$ cat src/rtl/pirq_pkg.sv
package pirq_pkg;
  localparam int unsigned PinCount   = 4;
  localparam int unsigned LineCount  = 16;
  localparam int unsigned SelW       = $clog2(LineCount);
  localparam int unsigned RouteW     = PinCount * SelW;
  localparam int unsigned ByteW      = 8;
  localparam int unsigned RouteBytes = RouteW / ByteW;
  localparam int unsigned AddrW      = 2;
  // set bit n => selector code n steers to line n
  localparam logic [LineCount-1:0] LegalMask = 16'hDEFA;

  typedef struct packed {
    logic                  wrMode;
    logic [RouteBytes-1:0] wrRoute;
    logic [ByteW-1:0]      data;
  } regStrobe_t;
endpackage

$ cat src/rtl/pirq_ctrl.sv
module pirq_ctrl
  import pirq_pkg::*;
(
  input  logic                 clk,
  input  logic                 rstN,
  input  logic                 regWrEn,
  input  logic [AddrW-1:0]     regAddr,
  input  logic [ByteW-1:0]     regWrData,
  input  logic [PinCount-1:0]  modeBits,
  input  logic [RouteW-1:0]    routeBits,
  output regStrobe_t           strobe,
  output logic [ByteW-1:0]     regRdData
);
  localparam logic [ByteW-PinCount-1:0] PadZero = '0;

  always_comb begin
    strobe.data   = regWrData;
    strobe.wrMode = regWrEn && (regAddr == AddrW'(0));
  end

  generate
    for (genvar b = 0; b < RouteBytes; b++) begin : g_wr
      assign strobe.wrRoute[b] = regWrEn && (regAddr == AddrW'(b + 1));
    end
  endgenerate

  always_comb begin
    regRdData = '0;
    if (regAddr == AddrW'(0)) regRdData = {PadZero, modeBits};
    for (int b = 0; b < RouteBytes; b++)
      if (regAddr == AddrW'(b + 1)) regRdData = routeBits[b*ByteW +: ByteW];
  end

  // reserved mode-byte bits never read back as 1
  a_r2_mode_upper_zero: assert property (@(posedge clk) disable iff (!rstN)
    (regAddr == AddrW'(0)) |-> (regRdData[ByteW-1:PinCount] == '0));
endmodule

$ cat src/rtl/pirq_datapath.sv
module pirq_datapath
  import pirq_pkg::*;
(
  input  logic                 clk,
  input  logic                 rstN,
  input  logic [PinCount-1:0]  pinN,
  input  logic [PinCount-1:0]  serReq,
  input  regStrobe_t           strobe,
  output logic [PinCount-1:0]  modeBits,
  output logic [RouteW-1:0]    routeBits,
  output logic [LineCount-1:0] irqOut
);
  logic [PinCount-1:0] syncA, syncB, syncPrev;
  logic [PinCount-1:0] pinReq, anyReq;

  always_ff @(posedge clk) begin
    if (!rstN) begin
      syncA    <= '1;
      syncB    <= '1;
      syncPrev <= '1;
    end else begin
      syncA    <= pinN;
      syncB    <= syncA;
      syncPrev <= syncB;
    end
  end

  always_ff @(posedge clk) begin
    if (!rstN) modeBits <= '0;
    else if (strobe.wrMode) modeBits <= strobe.data[PinCount-1:0];
  end

  generate
    for (genvar b = 0; b < RouteBytes; b++) begin : g_route
      always_ff @(posedge clk) begin
        if (!rstN) routeBits[b*ByteW +: ByteW] <= '0;
        else if (strobe.wrRoute[b]) routeBits[b*ByteW +: ByteW] <= strobe.data;
      end
    end

    for (genvar p = 0; p < PinCount; p++) begin : g_pin
      logic [SelW-1:0] code;
      assign code      = routeBits[p*SelW +: SelW];
      assign pinReq[p] = modeBits[p] ? (syncPrev[p] && !syncB[p]) : !syncB[p];
      assign anyReq[p] = pinReq[p] || (serReq[p] && !modeBits[p]);

      // level-mode low pin with a legal selector holds its line high
      a_r6_level_drives: assert property (@(posedge clk) disable iff (!rstN)
        (!modeBits[p] && !syncB[p] && LegalMask[code]) |-> irqOut[code]);
      // an edge-mode pulse never lasts more than one clock
      a_r7_single_pulse: assert property (@(posedge clk) disable iff (!rstN)
        (modeBits[p] && pinReq[p]) |=> !(modeBits[p] && pinReq[p]));
    end
  endgenerate

  always_comb begin
    irqOut = '0;
    for (int p = 0; p < PinCount; p++) begin
      if (LegalMask[routeBits[p*SelW +: SelW]] && anyReq[p])
        irqOut[routeBits[p*SelW +: SelW]] = 1'b1;
    end
  end

  // lines without a legal selector code stay silent
  a_r5_silent_lines: assert property (@(posedge clk) disable iff (!rstN)
    ((irqOut & ~LegalMask) == '0));
endmodule

$ cat src/rtl/pirq_router.sv
module pirq_router
  import pirq_pkg::*;
(
  input  logic                 clk,
  input  logic                 rstN,
  input  logic [PinCount-1:0]  pinN,
  input  logic [PinCount-1:0]  serReq,
  input  logic                 regWrEn,
  input  logic [AddrW-1:0]     regAddr,
  input  logic [ByteW-1:0]     regWrData,
  output logic [ByteW-1:0]     regRdData,
  output logic [LineCount-1:0] irqOut
);
  regStrobe_t          strobe;
  logic [PinCount-1:0] modeBits;
  logic [RouteW-1:0]   routeBits;

  pirq_ctrl ctrl_i (
    .clk(clk), .rstN(rstN), .regWrEn(regWrEn), .regAddr(regAddr),
    .regWrData(regWrData), .modeBits(modeBits), .routeBits(routeBits),
    .strobe(strobe), .regRdData(regRdData)
  );

  pirq_datapath dp_i (
    .clk(clk), .rstN(rstN), .pinN(pinN), .serReq(serReq), .strobe(strobe),
    .modeBits(modeBits), .routeBits(routeBits), .irqOut(irqOut)
  );

  // nothing requested in the first cycle after reset
  a_r1_quiet_after_reset: assert property (@(posedge clk)
    $rose(rstN) |-> (irqOut == '0));
endmodule

$ cat config.mk
export PLATFORM = sky130hd
export DESIGN_NAME = pirq_router
export DESIGN_NICKNAME = d
export VERILOG_FILES = /design/src/rtl/pirq_pkg.sv /design/src/rtl/pirq_ctrl.sv /design/src/rtl/pirq_datapath.sv /design/src/rtl/pirq_router.sv
export SDC_FILE = /design/constraint.sdc
export NUM_CORES = 1
export LEC_CHECK = 0
export ABC_AREA = 1
export BUFFER_PORTS_ARGS = -buffer_cell sky130_fd_sc_hd__buf_4
export CORE_MARGIN = 2
export CORE_UTILIZATION = 60
export DETAILED_ROUTE_END_ITERATION = 16
export PLACE_DENSITY = 0.91
export SLEW_MARGIN = 5
export SYNTH_ARGS = -nofsm -noshare
export SYNTH_HDL_FRONTEND = slang
export SYNTH_SLANG_ARGS = --single-unit
$ cat constraint.sdc
create_clock -name clk -period 2.9 [get_ports clk]
set_input_delay 0 -clock clk [delete_from_list [all_inputs] [get_ports clk]]
set_output_delay 0 -clock clk [all_outputs]
set_load 0.03 [all_outputs]
# Yosys cells after proc, flatten, opt, wreduce, memory -nomap -nowiden
# Memories as Yosys holds them, arrays and structs flattened. A register that Yosys moved wholly into a read port is not among the register bits.
# Cells that the tools add are included.
[word_totals]
latch_bits = 0
romBits = 64
memories = 4
register_bits = 32
output_inout_bits = 24
ramBits = 0
[mem_list]
columns = ["memory", "words", "width", "read_ports", "rd_clocked_by_memory_dff", "wr", "line_no", "rtl"]
rows = [
  ["(name not given)", 16, 1, 1, 1, 0, "pirq_datapath.sv:59", "if (LegalMask[routeBits[p*SelW +: SelW]] && anyReq[p])"],
  ["(name not given)", 16, 1, 1, 1, 0, "pirq_datapath.sv:59", ""],
  ["(name not given)", 16, 1, 1, 1, 0, "pirq_datapath.sv:59", ""],
  ["(name not given)", 16, 1, 1, 1, 0, "pirq_datapath.sv:59", ""],
]
[classes]
mux = 31
div_mod_pow = 0
n_addsub = 0
shifts = 0
multipliers = 0
bitwise = 3
eq_ne = 2
order_cmp = 8
n_reduce_logical = 32
[ops]
columns = ["op", "count"]
rows = [
  ["$mux 16", 4],
  ["$or 16x16->16", 3],
  ["$mux 4", 9],
  ["$lt 4x5->1 const B", 4],
  ["$logic_and 1x1->1", 19],
  ["$demux 1 s4", 4],
  ["$ge 4x1->1 const B", 4],
  ["$mux 8", 2],
  ["$mux 1", 12],
  ["$logic_not 1->1", 8],
  ["$logic_or 1x1->1", 4],
  ["$eq 2x1->1 const B", 1],
  ["$eq 2x2->1 const B", 1],
  ["$logic_not 2->1", 1],
]

# Logic depth before layout (Yosys ltp)
[depth]
depth_word = 12
ltp_mapped = 12
ltp_nobuf = 11

# By module
# From an unflattened synthesis, not the netlist that was laid out.
[hier_totals]
hier_cells = 384
hier_area_um2 = 2502.4
[by_module_without_submodules]
columns = ["module", "seq_area_each_um2", "cells_each", "instances", "area_each_um2"]
rows = [
  ["pirq_datapath", 720.7, 337, 1, 2222.1],
  ["pirq_ctrl", 0.0, 47, 1, 280.3],
]

# Worst setup path before layout
# Ideal clock, no wire load.
[synth_path]
path_type = "flip-flop to flip-flop"
startpoint = "reg dp_i.routeBits[12]"
endpoint = "reg (tool-made name)"
path_buffers = 0
t_required_ns = 2.785
period_less_slack_ns = 1.196
setup_ns = 0.115
stages_incl_launch_ff = 11
t_arrival_ns = 1.082
slack_ns = 1.704
cell_sequence = "dfxtp_1 inv_1 nand2_1 nand2_1 nor2_1 inv_1 ha_1 inv_1 nand2_1 nand2_1 nand2_1"
[synth_rtl]
columns = ["item", "line_no", "rtl"]
rows = [
  ["from (decl)", "pirq_datapath.sv:10", "output logic [RouteW-1:0] routeBits,"],
  ["from (signal, indexed assignment)", "pirq_datapath.sv:37", "else if (strobe.wrRoute[b]) routeBits[b*ByteW +: ByteW] <= strobe.data;"],
]

# Worst setup path after layout
[layout_path]
startpoint = "reg dp_i.modeBits[3]"
endpoint = "out irqOut[15]"
[layout_between]
elab_chain_len = 5
word_cells_on_any_way = 6
classes_between = "2 x mux; 4 x reduce/logical"
[layout_rtl]
columns = ["item", "line_no", "rtl"]
rows = [
  ["from (decl)", "pirq_datapath.sv:9", "output logic [PinCount-1:0] modeBits,"],
  ["from (signal assigned)", "pirq_datapath.sv:30", "else if (strobe.wrMode) modeBits <= strobe.data[PinCount-1:0];"],
  ["$logic_not 1->1", "pirq_datapath.sv:45", "assign anyReq[p] = pinReq[p] || (serReq[p] && !modeBits[p]);"],
  ["$logic_and 1x1->1", "pirq_datapath.sv:45", ""],
  ["$logic_or 1x1->1 *", "pirq_datapath.sv:45", ""],
  ["$logic_and 1x1->1 *", "pirq_datapath.sv:59", ""],
  ["$mux 16 *", "pirq_datapath.sv:59", ""],
  ["to (decl)", "pirq_router.sv:12", "output logic [LineCount-1:0] irqOut"],
]
# Mark *: on every way between the ends. The rest lies on a longest branch, timed or not.

==> results.py <==
metrics = {
    "power_and_ir_drop": {
        "totalPowerFinal_mw": 1.15,
        "powerDensity_nw_per_um2": 395,
        "p_leak_nw": 1.45,
        "peakVddDrop_mv": 0.361,
    },
    "sta": {
        "period_share_pct": 70.3,
        "min_period_ns": 2.04,
        "rsz0062_at_grt": "no",
        "holdWs_ns": 0.00389,
        "finalSetupViolCount": 0,
        "hold_viol": 0,
        "worst_clock_skew_ns": 0.00143,
        "finalMaxSlewViolations": 0,
        "setup_tns_ns": 0,
        "worst_pin_slew_ns": 0.908,
        "max_clock_freq_mhz": 490,
        "max-slew-margin-rel_pct": 39.3,
    },
    "synth": {
        "yosys-top-cells-area": "dfxtp_1, nand2_1, nor2_1",
        "yosysSeqAreaShare_pct": 29.7,
        "yosys_most_used_dff": "dfxtp_1",
        "synth_most_common_cell": "nand2_1",
        "synth-seq-cells": 36,
        "synth_area_um2": 2430,
        "synth_enable_flop_cells": 0,
        "synth_common_cells": "nand2_1, nor2_1, inv_1",
        "synth_top_area_share_pct": 29.7,
        "syn_area_per_cell_um2": 6.04,
        "synthesis.nets": 427,
        "synth_top_area_cell": "dfxtp_1",
        "async_flop_share_pct": 0,
        "ys_types": 23,
        "synthCells": 402,
        "synth_warnings": 0,
    },
    "critical_path": {
        "slowest_delay_ns": 0.72,
        "start_kind": "flip-flop",
        "crit_fanout": 13,
        "crit_slowest_cell": "a21boi_1",
        "crit_path_frequent_cell": "nand2_1",
        "cp_cell_sequence": "a21boi_1 -> nand2_1 -> nor2_1 -> nand2_1 -> nand3_1 -> buf_4",
        "crit_path_end_kind": "output port",
        "worst-path-buf-inv": 1,
        "worstPathRequired_ns": 2.90,
        "cp.arrival_ns": 2.04,
        "critPathTopFamily": "compound AO/OA/AOI/OAI gates",
        "crit_type": "flip-flop to output port",
    },
    "detailed_routing": {
        "vias": 2824,
        "drc": 0,
        "wire_per_inst_um": 14.2,
        "vias_per_cell": 5.66,
        "drtIter0Drc": 331,
        "wl_um": 7090,
        "ant_nets": 0,
        "dr.pass1.iters": 5,
    },
    "global_routing": {
        "antenna_found_initial": 0,
        "grt_use_total_pct": 32.7,
        "grt_pass1_vias": 2361,
        "grt_pass1_wl_um": 11000,
        "grt_overflow": 0,
        "grt_max_degree": 24,
    },
    "place": {
        "place_congestion": 1.06,
        "port_buffers": 44,
        "dp_hpwl_um": 5490,
        "dpl.cell_count": 484,
        "dpl_cell_area_um2": 2740,
    },
    "cts": {
        "clk_latency_ns": 0.29,
        "cts_sinks": 36,
        "cts_tree": "yes",
        "clockBufferDepth": 2,
        "root_buffer": "clkbuf_8",
        "cts_max_level": 2,
        "clkTransAtPathRegs_ns": 0.07,
        "ctsResizeCount": 0,
        "numCtsBuffers": 5,
    },
    "floorplan": {
        "pin_count": 45,
        "die_area_um2": 4570,
        "die_h_um": 67.6,
        "start_util_pct": 61.6,
        "die_w_um": 67.6,
        "core_area_um2": 3940,
        "rows": 23,
    },
    "finish": {
        "layout-drive-gt1-share_pct": 16.0,
        "nNetsFinal": 474,
        "final_cell_area_um2": 2900,
        "fillCellCount": 319,
        "n_antenna_cell": 0,
        "syn2layout_area_growth_pct": 19.5,
        "fin_cells": 499,
    },
    "job": {
        "max_cap_viol_count": 0,
    },
    "min_path": {
        "hp-class": "primary input to flip-flop",
    },
    "outcome": {
        "status": "complete, no violations",
    },
}
## final timing paths
path,to,from,depth (start not counted),slack [ns]
hold / removal,dp_i.routeBits[4]$_SDFFE_PN0N_,regWrData[4],3,0.004
hold reg to reg,dp_i.syncB[1]$_SDFF_PN1_,dp_i.syncA[1]$_SDFF_PN1_,1,0.42
setup reg to reg,flip-flop,dp_i.routeBits[14]$_SDFFE_PN0N_,10,1.47
setup / recovery,irqOut[15],dp_i.modeBits[3]$_SDFFE_PN0P_,6,0.86
## logic make-up (layout without fill, tap and decap cells)
family	count (synthesis)	after routing	synth area share, %
flops	36	36	29.7
compound gates	21	21	6.08
fa+ha+maj	4	4	2.06
simple gates	270	270	49.7
buf+inv	71	118	12.5
## cells in the final DEF, fill, tap and decap left out
master,n
a21boi_1,1
a21boi_2,1
a21oi_1,2
buf_4,44
clkbuf_8,5
clkinv_2,1
clkinvlp_4,1
dfxtp_1,36
dlygate4sd3_1,8
ha_1,4
inv_1,58
inv_2,1
nand2_1,88
nand3_1,55
nand3_2,3
nand4_1,28
nor2_1,81
nor2_2,5
o21ai_0,4
o21ai_2,1
o21bai_1,4
o221ai_1,4
o22ai_1,4
or2_2,10
## per-stage QoR
stage          utilization [%]  setup WS (ns)
4_1_cts                   73.6          0.952
2_1_floorplan                -           1.70
3_3_place_gp              69.5           1.27
3_5_place_dp              69.5           1.27
5_1_grt                   73.6          0.665
6_report                  73.6          0.860
## cell type report
type / instances / area [µm²] / area share (%)
sequential: 36 / 721 / 24.8
inverter: 59 / 221 / 7.63
timing repair buffer: 52 / 410 / 14.1
tap: 50 / 62.6 / 2.16
multi-input combinational: 295 / 1410 / 48.4
clock inverter: 2 / 12.5 / 0.431
clock buffer: 5 / 68.8 / 2.37
## timing repair
action,4_1_cts,5_1_grt
hold buffers,8,0
setup buffers,0,0
endpoints found under the hold margin,10,0
## routing by layer
layer / vias to the layer above / track usage, % / wire length (µm)
li1: 1382 / - / -
met1: 1218 / 41.9 / 2920
met2: 191 / 52.8 / 3250
met3: 33 / 5.17 / 619
met4: 0 / 16.3 / 301
met5: - / 0 / 0
## worst min-delay path: cells and delay by family
kind / cells / cell delay (ns)
buffers and inverters: 1 / 0.08
and+or+nand+nor: 2 / 0.17
## power by group
part           total [mW]  leakage [nW]  internal, mW  switching, mW
Sequential          0.537         0.296         0.522         0.0151
Clock               0.339        0.0400         0.162          0.176
Combinational       0.270          1.11        0.0900          0.180
Total                1.15          1.45         0.774          0.372
Power figures use the tool's default switching activity.
